**src/rtl/dispatch_pkg.sv**
```systemverilog
package dispatch_pkg;

   // Width of a counter that must hold 0..depth inclusive.
   function automatic int cnt_width(input int depth);
      return (depth < 1) ? 1 : $clog2(depth + 1);
   endfunction

   // Width of a pending-load accumulator for one core.
   function automatic int load_width(input int cost_w, input int depth);
      return cost_w + cnt_width(depth);
   endfunction

   // Width of the sum of all cores' loads.
   function automatic int sum_width(input int cost_w, input int depth, input int ncores);
      return load_width(cost_w, depth) + ((ncores < 2) ? 1 : $clog2(ncores));
   endfunction

endpackage

```
**src/rtl/dsp_cost_table.sv**
```systemverilog
module dsp_cost_table
   import dispatch_pkg::*;
#(
   parameter int NTYPES     = 8,
   parameter int COST_W     = 16,
   parameter int RESET_COST = 1,
   localparam int TYPE_W    = $clog2(NTYPES)
)(
   input  logic              clk,
   input  logic              rst_n,
   input  logic              we,
   input  logic [TYPE_W-1:0] waddr,
   input  logic [COST_W-1:0] wdata,
   input  logic [TYPE_W-1:0] raddr,
   output logic [COST_W-1:0] rdata
);

   localparam bit FULL_RANGE = (NTYPES == (1 << TYPE_W));

   logic [COST_W-1:0] cost_q [NTYPES];
   logic              wr_hit;

   generate
      if (FULL_RANGE) begin : g_full
         assign wr_hit = we;
         assign rdata  = cost_q[raddr];
      end else begin : g_sparse
         assign wr_hit = we && (int'(waddr) < NTYPES);
         assign rdata  = (int'(raddr) < NTYPES) ? cost_q[raddr] : '0;
      end
   endgenerate

   always_ff @(posedge clk or negedge rst_n) begin
      if (!rst_n) begin
         for (int t = 0; t < NTYPES; t++) cost_q[t] <= COST_W'(RESET_COST);
      end else if (wr_hit) begin
         cost_q[waddr] <= wdata;
      end
   end

   AST_COST_WRITE: assert property (@(posedge clk) disable iff (!rst_n)
      wr_hit |=> cost_q[$past(waddr)] == $past(wdata)) else $error("cost write lost");

endmodule

```
**src/rtl/dsp_core_track.sv**
```systemverilog
module dsp_core_track
   import dispatch_pkg::*;
#(
   parameter int DEPTH   = 8,
   parameter int COST_W  = 16,
   localparam int CNT_W  = cnt_width(DEPTH),
   localparam int LOAD_W = load_width(COST_W, DEPTH)
)(
   input  logic              clk,
   input  logic              rst_n,
   input  logic              accept,
   input  logic [COST_W-1:0] cost,
   input  logic              done,
   input  logic              swap,
   output logic [CNT_W-1:0]  a_cnt,
   output logic [CNT_W-1:0]  b_cnt,
   output logic [LOAD_W-1:0] b_load
);

   always_ff @(posedge clk or negedge rst_n) begin
      if (!rst_n) begin
         a_cnt  <= '0;
         b_cnt  <= '0;
         b_load <= '0;
      end else if (swap) begin
         a_cnt  <= b_cnt;
         b_cnt  <= '0;
         b_load <= '0;
      end else begin
         if (done && (a_cnt != '0)) a_cnt <= a_cnt - 1'b1;
         if (accept) begin
            b_cnt  <= b_cnt + 1'b1;
            b_load <= b_load + LOAD_W'(cost);
         end
      end
   end

   AST_B_CNT_BOUND: assert property (@(posedge clk) disable iff (!rst_n)
      b_cnt <= CNT_W'(DEPTH)) else $error("pending count over depth");

   AST_A_TAKES_B: assert property (@(posedge clk) disable iff (!rst_n)
      swap |=> (a_cnt == $past(b_cnt)) && (b_cnt == '0) && (b_load == '0)) else $error("exchange lost counts");

   AST_A_NO_WRAP: assert property (@(posedge clk) disable iff (!rst_n)
      (a_cnt == '0 && done && !swap) |=> a_cnt == '0) else $error("active count wrapped");

   AST_B_GROWS: assert property (@(posedge clk) disable iff (!rst_n)
      (accept && !swap) |=> b_cnt == $past(b_cnt) + 1'b1) else $error("accept not counted");

endmodule

```
**src/rtl/dsp_pick_core.sv**
```systemverilog
module dsp_pick_core
   import dispatch_pkg::*;
#(
   parameter int NCORES  = 4,
   parameter int DEPTH   = 8,
   parameter int COST_W  = 16,
   localparam int CNT_W  = cnt_width(DEPTH),
   localparam int LOAD_W = load_width(COST_W, DEPTH)
)(
   input  logic [NCORES-1:0]        en,
   input  logic [NCORES*CNT_W-1:0]  bcnt,
   input  logic [NCORES*LOAD_W-1:0] bload,
   output logic                     found,
   output logic [NCORES-1:0]        pick
);

   logic [NCORES-1:0] eligible;

   genvar gi;
   generate
      for (gi = 0; gi < NCORES; gi++) begin : g_elig
         assign eligible[gi] = en[gi] && (bcnt[gi*CNT_W +: CNT_W] < CNT_W'(DEPTH));
      end
   endgenerate

   // Linear scan: strict less-than keeps the lowest index on a tie.
   always_comb begin
      logic [LOAD_W-1:0] best_load;
      int                best;
      found     = 1'b0;
      best_load = '0;
      best      = 0;
      for (int i = 0; i < NCORES; i++) begin
         if (eligible[i] && (!found || (bload[i*LOAD_W +: LOAD_W] < best_load))) begin
            found     = 1'b1;
            best_load = bload[i*LOAD_W +: LOAD_W];
            best      = i;
         end
      end
      pick = found ? (NCORES'(1) << best) : '0;
   end

endmodule

```
**src/rtl/dsp_core_budget.sv**
```systemverilog
module dsp_core_budget
   import dispatch_pkg::*;
#(
   parameter int NCORES  = 4,
   parameter int DEPTH   = 8,
   parameter int COST_W  = 16,
   localparam int LOAD_W = load_width(COST_W, DEPTH),
   localparam int SUM_W  = sum_width(COST_W, DEPTH, NCORES),
   localparam int EN_W   = $clog2(NCORES + 1)
)(
   input  logic [NCORES*LOAD_W-1:0] bload,
   input  logic [SUM_W-1:0]         budget,
   output logic [EN_W-1:0]          n_next
);

   localparam int PROD_W = SUM_W + $clog2(NCORES) + 1;

   logic [SUM_W-1:0]  total;
   logic [NCORES-1:0] over;

   always_comb begin
      total = '0;
      for (int i = 0; i < NCORES; i++) total = total + SUM_W'(bload[i*LOAD_W +: LOAD_W]);
   end

   // over[k] is set when the load exceeds k full budgets: core k is needed.
   genvar gk;
   generate
      for (gk = 0; gk < NCORES; gk++) begin : g_need
         assign over[gk] = PROD_W'(total) > (PROD_W'(gk) * PROD_W'(budget));
      end
   endgenerate

   always_comb begin
      logic [EN_W-1:0] cnt;
      cnt = '0;
      for (int k = 0; k < NCORES; k++) cnt = cnt + EN_W'(over[k]);
      n_next = (cnt == '0) ? EN_W'(1) : cnt;
   end

endmodule

```
**src/rtl/load_dispatcher.sv**
```systemverilog
module load_dispatcher
   import dispatch_pkg::*;
#(
   parameter int NCORES     = 4,
   parameter int NTYPES     = 8,
   parameter int DEPTH      = 8,
   parameter int COST_W     = 16,
   parameter int RESET_COST = 1,
   localparam int TYPE_W    = $clog2(NTYPES),
   localparam int CNT_W     = cnt_width(DEPTH),
   localparam int LOAD_W    = load_width(COST_W, DEPTH),
   localparam int SUM_W     = sum_width(COST_W, DEPTH, NCORES)
)(
   input  logic                     clk,
   input  logic                     rst_n,
   input  logic                     cost_we,
   input  logic [TYPE_W-1:0]        cost_addr,
   input  logic [COST_W-1:0]        cost_wdata,
   input  logic [SUM_W-1:0]         cycle_budget,
   input  logic                     cell_valid,
   input  logic [TYPE_W-1:0]        cell_type,
   output logic                     cell_ready,
   output logic [NCORES-1:0]        cell_dest,
   input  logic [NCORES-1:0]        a_done,
   output logic                     swap,
   output logic [NCORES-1:0]        core_en,
   output logic [NCORES*CNT_W-1:0]  a_count,
   output logic [NCORES*CNT_W-1:0]  b_count,
   output logic [NCORES*LOAD_W-1:0] b_load
);

   localparam int EN_W = $clog2(NCORES + 1);

   generate
      if (NCORES < 2)     begin : g_bad_cores $error("NCORES must be at least 2"); end
      if (NTYPES < 2)     begin : g_bad_types $error("NTYPES must be at least 2"); end
      if (DEPTH < 1)      begin : g_bad_depth $error("DEPTH must be at least 1"); end
      if (COST_W < 1)     begin : g_bad_cost  $error("COST_W must be at least 1"); end
      if (RESET_COST < 0) begin : g_bad_rc    $error("RESET_COST must not be negative"); end
   endgenerate

   logic [COST_W-1:0] cell_cost;
   logic              pick_found;
   logic [NCORES-1:0] pick_mask;
   logic [EN_W-1:0]   en_n_q;
   logic [EN_W-1:0]   en_n_next;
   logic              accept;
   logic              all_a_empty;
   logic              any_b_pending;

   dsp_cost_table #(
      .NTYPES(NTYPES), .COST_W(COST_W), .RESET_COST(RESET_COST)
   ) i_cost (
      .clk(clk), .rst_n(rst_n),
      .we(cost_we), .waddr(cost_addr), .wdata(cost_wdata),
      .raddr(cell_type), .rdata(cell_cost)
   );

   dsp_pick_core #(
      .NCORES(NCORES), .DEPTH(DEPTH), .COST_W(COST_W)
   ) i_pick (
      .en(core_en), .bcnt(b_count), .bload(b_load),
      .found(pick_found), .pick(pick_mask)
   );

   dsp_core_budget #(
      .NCORES(NCORES), .DEPTH(DEPTH), .COST_W(COST_W)
   ) i_budget (
      .bload(b_load), .budget(cycle_budget), .n_next(en_n_next)
   );

   genvar gc;
   generate
      for (gc = 0; gc < NCORES; gc++) begin : g_core
         dsp_core_track #(
            .DEPTH(DEPTH), .COST_W(COST_W)
         ) i_track (
            .clk(clk), .rst_n(rst_n),
            .accept(cell_dest[gc]), .cost(cell_cost),
            .done(a_done[gc]), .swap(swap),
            .a_cnt(a_count[gc*CNT_W +: CNT_W]),
            .b_cnt(b_count[gc*CNT_W +: CNT_W]),
            .b_load(b_load[gc*LOAD_W +: LOAD_W])
         );
         assign core_en[gc] = EN_W'(gc) < en_n_q;
      end
   endgenerate

   always_comb begin
      all_a_empty   = 1'b1;
      any_b_pending = 1'b0;
      for (int i = 0; i < NCORES; i++) begin
         if (a_count[i*CNT_W +: CNT_W] != '0) all_a_empty   = 1'b0;
         if (b_count[i*CNT_W +: CNT_W] != '0) any_b_pending = 1'b1;
      end
   end

   assign swap       = all_a_empty && any_b_pending;
   assign cell_ready = pick_found && !swap;
   assign accept     = cell_valid && cell_ready;
   assign cell_dest  = accept ? pick_mask : '0;

   always_ff @(posedge clk or negedge rst_n) begin
      if (!rst_n)    en_n_q <= EN_W'(NCORES);
      else if (swap) en_n_q <= en_n_next;
   end

   AST_DEST_ONEHOT: assert property (@(posedge clk) disable iff (!rst_n)
      $onehot0(cell_dest)) else $error("more than one destination");

   AST_DEST_NEEDS_VALID: assert property (@(posedge clk) disable iff (!rst_n)
      !cell_valid |-> cell_dest == '0) else $error("destination without item");

   AST_DEST_ENABLED: assert property (@(posedge clk) disable iff (!rst_n)
      (cell_dest & ~core_en) == '0) else $error("item sent to disabled core");

   AST_SWAP_PULSE: assert property (@(posedge clk) disable iff (!rst_n)
      swap |=> !swap) else $error("exchange longer than one cycle");

   AST_NO_ACCEPT_ON_SWAP: assert property (@(posedge clk) disable iff (!rst_n)
      swap |-> !cell_ready) else $error("ready during exchange");

   AST_EN_HOLD: assert property (@(posedge clk) disable iff (!rst_n)
      !swap |=> $stable(core_en)) else $error("enable changed off exchange");

   AST_EN_FLOOR: assert property (@(posedge clk) disable iff (!rst_n)
      core_en[0]) else $error("no core enabled");

endmodule

```
**config.mk**
```make
export PLATFORM = sky130hd
export DESIGN_NAME = load_dispatcher
export DESIGN_NICKNAME = d
export VERILOG_FILES = /design/src/rtl/dispatch_pkg.sv /design/src/rtl/dsp_cost_table.sv /design/src/rtl/dsp_core_track.sv /design/src/rtl/dsp_pick_core.sv /design/src/rtl/dsp_core_budget.sv /design/src/rtl/load_dispatcher.sv
export SDC_FILE = /design/constraint.sdc
export NUM_CORES = 1
export LEC_CHECK = 0
export ABC_AREA = 1
export BUFFER_PORTS_ARGS = -buffer_cell sky130_fd_sc_hd__buf_2
export CAP_MARGIN = 20
export CORE_ASPECT_RATIO = 1.1
export CORE_MARGIN = 4
export CORE_UTILIZATION = 65
export DETAILED_ROUTE_END_ITERATION = 12
export PLACE_DENSITY = 0.86
export SYNTH_ARGS = -nofsm -noshare
export SYNTH_HDL_FRONTEND = slang
export SYNTH_SLANG_ARGS = --single-unit
```
**constraint.sdc**
```tcl
create_clock -name clk -period 16 [get_ports clk]
set_input_delay 1.6 -clock clk [delete_from_list [all_inputs] [get_ports clk]]
set_output_delay 1.6 -clock clk [all_outputs]
set_load 0.05 [all_outputs]
```
# Word level (Yosys, flattened, before mapping)
# Cells that the tools add are included.
[totals]
regBits = 243
[classes]
n_addsub = 18
n_reduce_logical = 39
n_mux = 51
shift = 1
bitwise_logic = 2
multipliers = 1
order_cmp = 18
[ops]
columns = ["cell", "count"]
rows = [
  ["$mux W20", 11],
  ["$bwmux W128", 1],
  ["$add A20 B16 Y20", 4],
  ["$mux W4", 18],
  ["$lt A20 B20 Y1", 3],
  ["$bmux W16 S3", 1],
  ["$demux W16 S3", 1],
  ["$mux W16", 3],
  ["$add A22 B20 Y22", 2],
  ["$reduce_bool A4 Y1", 8],
  ["$gt A22 B24 Y1", 1],
  ["$mul A2 B22 Y24 const A", 1],
  ["$gt A22 B23 Y1", 1],
  ["$gt A22 B1 Y1 const B", 1],
  ["$gt A22 B22 Y1", 1],
  ["$add A20 B20 Y21", 1],
  ["$add A4 B1 Y4 const B", 4],
  ["$lt A4 B4 Y1 const B", 4],
  ["$reduce_bool A2 Y1", 8],
  ["$sub A4 B1 Y4 const B", 4],
  ["$logic_and A1 B1 Y1", 15],
  ["$mux W1", 13],
  ["$ge A4 B4 Y1 const B", 2],
  ["$not A3 Y4", 2],
  ["11 further kinds", 20],
]

# Logic depth before layout (Yosys ltp)
# Gate-level depths: netlist of run 1.
[logic_depth]
ltp_word = 20
depth_mapped = 50
ltp_nobuf = 43

# Cells and area by module
# Synthesis of run 1 repeated with hierarchy kept, for this count alone.
[hier_totals]
cells_unflattened = 3295
hier_area_um2 = 22347.7
[by_module_without_submodules]
columns = ["mod", "area_each_um2", "seq_area_each_um2", "instances", "cells_per_inst"]
rows = [
  ["dsp_core_track", 2222.1, 700.7, 4, 326],
  ["dsp_cost_table", 6307.3, 3213.1, 1, 867],
  ["dsp_core_budget", 4875.9, 0.0, 1, 720],
  ["dsp_pick_core", 1916.8, 0.0, 1, 331],
  ["load_dispatcher", 359.1, 76.3, 1, 73],
]

# Least setup slack after synthesis of run 1
# Ideal clock, no wire load.
[synth_timing]
path_type = "register -> output"
startpoint = "reg en_n_q[2]"
endpoint = "out cell_dest[0]"
n_path_buf = 8
setup_slack_ns = 7.532
required_ns = 14.400
arrival_time_ns = 6.868
path_stages_with_launch = 48
cell_sequence = "dfstp_2 nor2_2 nand2_2 nand2_1 inv_1 clkbuf_1 clkbuf_1 nand2_1 ha_1 nand2_1 nor3_2 nand2_1 nor2_1 nor2_1 nand2_1 nand2_1 nand2_2 clkbuf_1 [12 not listed] nand2_2 nand2_4 clkbuf_1 clkbuf_1 nand2_1 o21ai_0 ha_1 nand4_1 or3_1 nor4b_1 nand2_1 nand2_1 nand2_2 nand2_4 nand3_4 inv_2 buf_6 buf_4"
[synth_via]
elab_chain_len = 18
[synth_rtl]
columns = ["item", "line", "text"]
rows = [
  ["start: declaration", "load_dispatcher.sv:45", "logic [EN_W-1:0] en_n_q;"],
  ["start signal: assignment", "load_dispatcher.sv:104", "if (!rst_n) en_n_q <= EN_W'(NCORES);"],
  ["start signal: assignment", "load_dispatcher.sv:105", "else if (swap) en_n_q <= en_n_next;"],
  ["$lt A1 B3 Y1 (*)", "load_dispatcher.sv:85", "assign core_en[gc] = EN_W'(gc) < en_n_q;"],
  ["named net core_en[0]", "load_dispatcher.sv:26", "output logic [NCORES-1:0] core_en,"],
  ["$logic_and A1 B1 Y1 (*)", "dsp_pick_core.sv:22", "assign eligible[gi] = en[gi] && (bcnt[gi*CNT_W +: CNT_W] < CNT_W'(DEPTH));"],
  ["$mux W20 / $mux W1 (equally long branches)", "dsp_pick_core.sv:34", "if (eligible[i] && (!found || (bload[i*LOAD_W +: LOAD_W] < best_load))) begin"],
  ["$lt A20 B20 Y1 / $logic_not A1 Y1 (equally long branches)", "dsp_pick_core.sv:34", ""],
  ["$logic_or A1 B1 Y1", "dsp_pick_core.sv:34", ""],
  ["$logic_and A1 B1 Y1", "dsp_pick_core.sv:34", ""],
  ["$mux W20 / $mux W1 (equally long branches)", "dsp_pick_core.sv:34", ""],
  ["[3 not listed]", "--", ""],
  ["$mux W20 / $mux W1 (equally long branches)", "dsp_pick_core.sv:34", ""],
  ["$lt A20 B20 Y1 / $logic_not A1 Y1 (equally long branches)", "dsp_pick_core.sv:34", ""],
  ["$logic_or A1 B1 Y1", "dsp_pick_core.sv:34", ""],
  ["$logic_and A1 B1 Y1", "dsp_pick_core.sv:34", ""],
  ["$mux W2 / $mux W1 (equally long branches)", "dsp_pick_core.sv:34", ""],
  ["$shl A1 B2 Y4 / $logic_and A1 B1 Y1 (equally long branches)", "dsp_pick_core.sv:40, load_dispatcher.sv:99", ""],
  ["$mux W4 / $logic_and A1 B1 Y1 (equally long branches)", "dsp_pick_core.sv:40, load_dispatcher.sv:100", ""],
  ["$mux W4 (*)", "load_dispatcher.sv:101", "assign cell_dest = accept ? pick_mask : '0;"],
  ["end: declaration", "load_dispatcher.sv:23", "output logic [NCORES-1:0] cell_dest,"],
]
# The timed path passes the listed nets; every way through them passes the cells marked *.

# Worst setup path in the final report of run 1
[layout_timing]
startpoint = "reg en_n_q[2]"
endpoint = "out cell_dest[2]"
[layout_via]
elab_chain_len = 18
[layout_rtl]
columns = ["item", "line"]
rows = [
  ["$lt A1 B3 Y1", "load_dispatcher.sv:85"],
  ["$logic_and A1 B1 Y1", "dsp_pick_core.sv:22"],
  ["$mux W20 / $mux W1 (equally long branches)", "dsp_pick_core.sv:34"],
  ["$lt A20 B20 Y1 / $logic_not A1 Y1 (equally long branches)", "dsp_pick_core.sv:34"],
  ["$logic_or A1 B1 Y1", "dsp_pick_core.sv:34"],
  ["$logic_and A1 B1 Y1", "dsp_pick_core.sv:34"],
  ["$mux W20 / $mux W1 (equally long branches)", "dsp_pick_core.sv:34"],
  ["$lt A20 B20 Y1 / $logic_not A1 Y1 (equally long branches)", "dsp_pick_core.sv:34"],
  ["[2 not listed]", "--"],
  ["$mux W20 / $mux W1 (equally long branches)", "dsp_pick_core.sv:34"],
  ["$lt A20 B20 Y1 / $logic_not A1 Y1 (equally long branches)", "dsp_pick_core.sv:34"],
  ["$logic_or A1 B1 Y1", "dsp_pick_core.sv:34"],
  ["$logic_and A1 B1 Y1", "dsp_pick_core.sv:34"],
  ["$mux W2 / $mux W1 (equally long branches)", "dsp_pick_core.sv:34"],
  ["$shl A1 B2 Y4 / $logic_and A1 B1 Y1 (equally long branches)", "dsp_pick_core.sv:40, load_dispatcher.sv:99"],
  ["$mux W4 / $logic_and A1 B1 Y1 (equally long branches)", "dsp_pick_core.sv:40, load_dispatcher.sv:100"],
  ["$mux W4 (*)", "load_dispatcher.sv:101"],
]
# Mark *: on every way between the ends. The rest lies on a longest branch, timed or not.

==> results.py, run 1 <==
metrics = {
    "worst_setup_path": {
        "cp-end-kind": "output pin",
        "worstSetupPathType": "flip-flop to output pin",
        "slowest_stage": "dfstp_2",
        "slowest_delay_ps": 550,
        "critPathMaxFanout": 42,
        "ff2ff_path_depth": 40,
        "arrival_ps": 8250,
        "critPathRequiredTime_ps": 14400,
        "cp_common_cell": "nand2_1",
        "startpoint_type": "flip-flop",
    },
    "synth": {
        "synth_compound_area_share_pct": 17.5,
        "synth_mux_area_share_pct": 0,
        "synth_area_leader_cell": "dfrtp_1",
        "synth_top_family_by_area": "adder cells",
        "ys_seq_area_share_pct": 30.3,
        "syn_area_per_cell_um2": 7.63,
        "synthCells": 2635,
        "synth_simple_gate_area_share_pct": 19.1,
        "yosys_most_used_dff": "dfrtp_1",
        "synth_area_um2": 20100,
        "synth_edf_count": 0,
        "synthArstFlopShare_pct": 100,
        "synth_top_area_share_pct": 29.1,
        "ys_ff_latch": 243,
        "yosys_warnings": 0,
        "synthAdderAreaFrac_pct": 19.2,
        "synth_nets": 2979,
        "yosys.cell_types.count": 55,
        "synthXorXnorAreaFrac_pct": 5.49,
        "synth_area_leaders": "dfrtp_1, ha_1, nand2_1, o21ai_0, inv_1",
    },
    "sta": {
        "finalMaxSlewViolations": 0,
        "fin_skew_ps": 12.8,
        "setup_viol": 0,
        "rsz0062_at_grt": "false",
        "max-slew-margin-rel_pct": 20.2,
        "max_freq_mhz": 102,
        "post-route-period-util_pct": 61.5,
        "hold_viol": 0,
        "tns_ps": 0,
        "worst_pin_slew_ps": 1190,
        "fin_crit_ps": 9850,
    },
    "route": {
        "drt_iter0_drc": 1944,
        "firstDrtPassIters": 9,
        "via_count": 19300,
        "vias_per_cell": 6.03,
        "routedWlPerCell_um": 18.9,
        "drc": 0,
        "ant_nets": 0,
        "drt_wl_total_um": 60500,
    },
    "clocking": {
        "root_buffer": "clkbuf_16",
        "insertion_delay_ps": 540,
        "ctsResizeCount": 0,
        "post_cts.repair.setup_buffers": 0,
        "h-tree-depth": 1,
        "cts_buffers": 27,
        "hold_buffers": 0,
        "cts.clk_slew.worst_paths_ps": 70,
        "cts_tree": "built",
        "cts.sinks": 243,
        "cts.path.max_buffers": 3,
    },
    "global_route": {
        "grt_max_degree": 114,
        "grt_pass1_wl_um": 94800,
        "grtUsageTotal_pct": 34.8,
        "gr-total-overflow": 0,
        "antenna_found_initial": 0,
        "grt_pass1_vias": 18400,
    },
    "floorplanning": {
        "start_util_pct": 65.9,
        "die_w_um": 176,
        "rows": 67,
        "die_area_um2": 33800,
        "die_h_um": 192,
        "io-pin-count": 174,
        "placeableCoreArea_um2": 30500,
    },
    "hold_path": {
        "holdPathStages": 2,
        "hold_path_class": "flip-flop to flip-flop",
    },
    "final_layout": {
        "layout_common_cells": "nand2_1, inv_1, o21ai_0",
        "area_delta_synth_final_pct": 11.0,
        "nets": 3111,
        "final_common_cell": "nand2_1",
        "drive_gt1_share_pct": 10.0,
        "diodes": 0,
    },
    "job": {
        "drv_cap": 0,
    },
    "placed_design": {
        "dp_hpwl_um": 44400,
        "io_buffer_count": 173,
        "gp_congestion": 1.02,
    },
    "outcome": {
        "status": "finished clean",
    },
}
==> registers in the layout, indices dropped and copies added (netlist names) <==
name,cells
g_core.i_track.a_cnt,16
g_core.i_track.b_cnt,16
g_core.i_track.b_load,80
i_cost.cost_q,128
en_n_q,3
==> worst max-delay path: cells and delay by family, from the launching register on <==
kind | cells | cell delay (ps)
buffers and inverters | 3 | 1290
adder cells (fa/ha/maj) | 3 | 960
flip-flops | 1 | 550
AND/OR/NAND/NOR | 25 | 3520
AO/OA/AOI/OAI | 8 | 1350
==> kinds of logic after synthesis <==
family                   count (synthesis)
AND/OR/NAND/NOR                        921
AO/OA/AOI/OAI                          624
buffers and inverters                  429
adder cells (fa/ha/maj)                292
flip-flops                             243
XOR/XNOR                               126
==> per-layer routing <==
metal	GRT usage, %	part of all wire (%)	up-vias
met4	17.8	6.0	0
li1	-	-	9126
met1	44.6	39	9074
met2	56.7	46	888
met5	0	0	-
met3	6.45	8.9	199
==> synth_stat cells, types with 12 or more instances <==
cell type,n
o22ai_1,14
o32ai_1,17
nand2_1,519
dfrtp_1,234
xnor2_1,42
nor3_1,22
nand3_1,129
o211ai_1,20
o21ai_0,279
nand4_1,23
ha_1,264
inv_1,338
o221ai_1,15
nor2_1,191
o21bai_1,17
a21oi_1,188
fa_1,28
buf_4,12
xor2_1,84
clkbuf_1,63
a31oi_1,20
==> through the flow <==
step                      worst slack (ps)  hold slack (ps)  utilization [%]  cell area (µm²)  std cells
after floorplan                       7530              448                -            20100       2635
after CTS                             6310              484             72.7            22200       3195
after detailed placement              6920              469             69.5            21200       3146
after global placement                7200              461             69.4            21200       3144
final                                 6150              480             73.2            22300       3201
after global routing                  5520              504             73.2            22300       3201
==> path summary, 6_finish.rpt <==
kind                                                  start                           end  slack [ps]
max in group asynchronous                             rst_n             i_cost.cost_q[10]       13420
worst min-delay path                      i_cost.cost_q[83]             i_cost.cost_q[83]         480
worst min register to register            i_cost.cost_q[83]             i_cost.cost_q[83]         480
worst max register to register  g_core[0].i_track.b_load[0]                     en_n_q[0]        7760
min in group asynchronous                             rst_n  g_core[3].i_track.b_load[18]        1090
worst max-delay path                              en_n_q[2]                  cell_dest[2]        6150
==> area by class of cell <==
type / count / area, µm²
multi-input cells: 1963 / 12300
repair buffers: 191 / 1100
clock inverters: 15 / 233
clock buffers: 34 / 752
inverters: 341 / 1280
flip-flops and latches: 243 / 6090
well taps: 414 / 518
fillers: 2393 / 8190
Power of run 1 is not shown: default switching activity piles up to over one toggle a cycle in this logic, so the estimate is an artifact.
==> run 2, diff against run 1 <==
CORE_UTILIZATION = 62   (was 65)
PLACE_DENSITY = 0.82   (was 0.86)
clock period = 9.3 ns   (was 16 ns; I/O delays follow)
==> results.py, run 2 (synthesis results as in run 1) <==
metrics = {
    "outcome": {
        "status": "finished clean",
    },
    "final_layout": {
        "layout_common_cells": "nand2_1, inv_1, o21ai_0",
        "fillers": 2597,
        "final_area_um2": 22300,
        "final_common_cell": "nand2_1",
        "diodes": 0,
        "drive_gt1_share_pct": 9.93,
        "largest_reg_flops": 128,
        "multi_input_area_um2": 12400,
        "regArea_um2": 6090,
        "top_regs": "i_cost.cost_q: 128 flops, g_core.i_track.b_load: 80 flops",
        "regMostFlops": "i_cost.cost_q",
        "nets": 3114,
        "area_delta_synth_final_pct": 10.7,
    },
    "sta": {
        "finalMaxSlewViolations": 0,
        "tns_ps": 0,
        "rsz0062_at_grt": "false",
        "whs_ps": 390,
        "max-slew-margin-rel_pct": 17.6,
        "worst_pin_slew_ps": 1230,
        "max_freq_mhz": 116,
        "fin_skew_ps": 17.9,
        "post-route-period-util_pct": 92.4,
        "hold_viol": 0,
        "fin_crit_ps": 8590,
        "setup_viol": 0,
    },
    "worst_setup_path": {
        "slowest_delay_ps": 400,
        "arrival_ps": 7660,
        "cp-end-kind": "output pin",
        "critPathRequiredTime_ps": 8370,
        "slowest_stage": "dfrtp_1",
        "worstSetupPathType": "flip-flop to output pin",
        "startpoint_type": "flip-flop",
        "cp_common_cell": "nand2_1",
        "critPathMaxFanout": 42,
        "r2r_slack_ps": 1360,
    },
    "global_route": {
        "grtUsageTotal_pct": 32.6,
        "grt_pass1_vias": 18600,
        "gr-total-overflow": 0,
        "grt_max_degree": 99,
        "antenna_found_initial": 0,
        "grt_pass1_wl_um": 95400,
    },
    "route": {
        "firstDrtPassIters": 6,
        "drc": 0,
        "met2_length_um": 27700,
        "drt_wl_total_um": 59700,
        "top_layer": "met4",
        "met1_length_um": 23900,
        "routedWlPerCell_um": 18.6,
        "vias_per_cell": 6.00,
        "via_count": 19300,
        "dr_wl_met3_um": 4640,
        "drt_iter0_drc": 1665,
        "ant_nets": 0,
    },
    "clocking": {
        "h-tree-depth": 1,
        "root_buffer": "clkbuf_16",
        "cts.sinks": 243,
        "cts.clk_slew.worst_paths_ps": 60,
        "post_cts.repair.setup_buffers": 0,
        "ctsResizeCount": 0,
        "hold_buffers": 0,
        "cts_buffers": 27,
        "insertion_delay_ps": 550,
        "cts.path.max_buffers": 3,
        "cts_tree": "built",
    },
    "placed_design": {
        "dp_hpwl_um": 44700,
        "gp_congestion": 0.952,
        "dpl-instance-area_um2": 21200,
        "io_buffer_count": 173,
    },
    "job": {
        "drv_cap": 0,
    },
    "floorplanning": {
        "rows": 68,
        "die_h_um": 197,
        "start_util_pct": 63.4,
        "io-pin-count": 174,
        "die_area_um2": 35400,
        "die_w_um": 180,
        "placeableCoreArea_um2": 31700,
    },
    "hold_path": {
        "hold_path_class": "primary input to asynchronous set/reset pin",
    },
}
## run 2: layout make-up
cell class	count	share of cell area, %
Clock buffer	39	3.51
Tap cell	420	2.36
Multi-Input combinational cell	1963	55.5
Clock inverter	9	0.365
Inverter	341	5.79
Timing Repair Buffer	194	5.09
Sequential cell	243	27.4
## run 2: worst max-delay path, delay by kind of cell (launching register included)
family / cells / cell delay, ps
AOI/OAI and AO/OA: 7 / 1060
DFF: 1 / 400
buffers and inverters: 3 / 960
and+or+nand+nor: 26 / 3760
adders and majority gates: 3 / 910
## run 2: through the flow
| step | cells | worst slack [ps] | util [%] |
|---|---|---|---|
| after floorplan | 2635 | 1500 | - |
| after global placement | 3154 | 1240 | 66.9 |
| after detailed placement | 3155 | 1050 | 66.9 |
| after CTS | 3203 | 435 | 69.6 |
| after global routing | 3209 | 4.94 | 70.2 |
| final | 3209 | 710 | 70.2 |
## run 2: routing by layer
metal | vias up | global-route usage [%]
met2 | 833 | 54.2
met1 | 9066 | 41.6
li1 | 9140 | -
met5 | - | 0
met4 | 0 | 16.6
met3 | 218 | 5.17
## run 2: path summary, 6_finish.rpt
path	start	to	depth (start not counted)
min in group clk	i_cost.cost_q[89]	i_cost.cost_q[89]	2
worst min register to register	i_cost.cost_q[89]	i_cost.cost_q[89]	2
max in group asynchronous	rst_n	g_core[3].i_track.b_load[16]	2
worst max-delay path	en_n_q[1]	cell_dest[0]	39
worst min-delay path	rst_n	g_core[0].i_track.b_load[5]	1
worst max register to register	g_core[0].i_track.b_load[0]	en_n_q[0]	40
Power of run 2 is left out for the same reason.
==> run 3, diff against run 2 <==
REMOVE_ABC_BUFFERS = 1   (was default)
==> results.py, run 3 (synthesis results as in run 1) <==
metrics = {
    "outcome": {
        "status": "finished clean",
    },
    "worst_setup_path": {
        "arrival_ps": 7680,
        "startpoint_type": "flip-flop",
        "slowest_delay_ps": 400,
        "critPathMaxFanout": 42,
        "rr_endpoint": "en_n_q[1]",
        "ff2ff_path_depth": 41,
        "cp-end-kind": "output pin",
        "worstSetupPathType": "flip-flop to output pin",
        "cpLargestDelayFamily": "simple AND/OR/NAND/NOR gates",
        "cp_num_buf_inv": 3,
        "worstSetupEndpoint": "cell_dest[2]",
        "r2r_slack_ps": 1590,
        "worstReg2RegStart": "g_core[0].i_track.b_load[0]",
        "slowest_stage": "dfrtp_1",
        "cp-startpoint": "en_n_q[1]",
        "cp_common_cell": "nand2_1",
        "critPathRequiredTime_ps": 8370,
        "path_depth": 39,
    },
    "sta": {
        "hold_viol": 0,
        "finalMaxSlewViolations": 0,
        "max-slew-margin-rel_pct": 25.3,
        "setup_viol": 0,
        "worst_pin_slew_ps": 1120,
        "tns_ps": 0,
        "rsz0062_at_grt": "false",
        "fin_ws_ps": 694,
        "fin_skew_ps": 14.4,
        "fin_crit_ps": 8610,
        "post-route-period-util_pct": 92.5,
        "max_freq_mhz": 116,
    },
    "global_route": {
        "gr-total-overflow": 0,
        "antenna_found_initial": 0,
        "grtUsageTotal_pct": 31.9,
        "grt_max_degree": 109,
        "grt_pass1_wl_um": 94200,
        "grt_pass1_vias": 19000,
    },
    "final_layout": {
        "layout_common_cells": "nand2_1, inv_1, o21ai_0",
        "nets": 3111,
        "fin_util_pct": 70.0,
        "area_delta_synth_final_pct": 10.4,
        "diodes": 0,
        "drive_gt1_share_pct": 9.80,
        "largest_reg_flops": 128,
        "final_common_cell": "nand2_1",
        "top_regs": "i_cost.cost_q: 128 flops, g_core.i_track.b_load: 80 flops",
        "final_area_um2": 22200,
        "regMostFlops": "i_cost.cost_q",
    },
    "floorplanning": {
        "die_h_um": 197,
        "io-pin-count": 174,
        "start_util_pct": 63.4,
        "rows": 68,
        "die_area_um2": 35400,
        "die_w_um": 180,
        "placeableCoreArea_um2": 31700,
    },
    "clocking": {
        "h-tree-depth": 1,
        "post_cts.repair.setup_buffers": 0,
        "cts_tree": "built",
        "hold_buffers": 0,
        "cts.clk_slew.worst_paths_ps": 60,
        "cts.sinks": 243,
        "ctsResizeCount": 0,
        "cts.path.max_buffers": 3,
        "cts_buffers": 26,
        "insertion_delay_ps": 550,
        "root_buffer": "clkbuf_16",
    },
    "placed_design": {
        "gp_congestion": 0.953,
        "dpl-instance-area_um2": 21200,
        "dp_slack_ps": 852,
        "dp_hpwl_um": 43500,
        "io_buffer_count": 173,
    },
    "route": {
        "vias_per_cell": 5.96,
        "drt_iter0_drc": 1289,
        "via_count": 19100,
        "ant_nets": 0,
        "drc": 0,
        "firstDrtPassIters": 6,
        "routedWlPerCell_um": 18.0,
        "drt_wl_total_um": 57600,
    },
    "job": {
        "drv_cap": 0,
    },
    "hold_path": {
        "hold_path_class": "primary input to asynchronous set/reset pin",
    },
}
run 3: cell type report:
cell class | count | area (µm²)
Multi-Input combinational cell | 1963 | 12400
Sequential cell | 243 | 6090
Fill cell | 2547 | 9530
Inverter | 341 | 1290
Tap cell | 420 | 526
Timing Repair Buffer | 192 | 1070
Clock buffer | 36 | 719
Clock inverter | 12 | 146
run 3: metrics by stage:
stage          instances  hold slack (ps)
2_1_floorplan       2547              448
3_3_place_gp        3153              460
3_5_place_dp        3153              468
4_1_cts             3201              464
5_1_grt             3207              493
6_report            3207              378
run 3: worst register-to-register path, delay by kind of cell, from the launching register on:
family	cells	cell delay [ps]
buffers and inverters	7	500
xor gates and xnor gates	1	300
AOI/OAI and AO/OA	13	2080
adders and majority gates	8	2610
and+or+nand+nor	12	1620
DFF	1	450
run 3: worst min-delay path by stage:
stage / slack [ps] / depth (start not counted) / startpoint / endpoint
after floorplan: 450 / 2 / i_cost.cost_q[17] / i_cost.cost_q[17]
after global placement: 460 / 2 / i_cost.cost_q[46] / i_cost.cost_q[46]
after detailed placement: 470 / 2 / i_cost.cost_q[87] / i_cost.cost_q[87]
after CTS: 460 / 1 / rst_n / i_cost.cost_q[84]
after global routing: 490 / 1 / rst_n / i_cost.cost_q[85]
final: 380 / 1 / rst_n / i_cost.cost_q[85]
run 3: layer usage:
layer / up-vias / global-route usage (%) / share of wire (%)
li1: 9139 / - / -
met1: 9060 / 38.6 / 39
met2: 753 / 55.7 / 49
met3: 164 / 4.15 / 7.2
met4: 0 / 17.1 / 5.4
met5: - / 0 / 0
Power of run 3 is left out for the same reason.
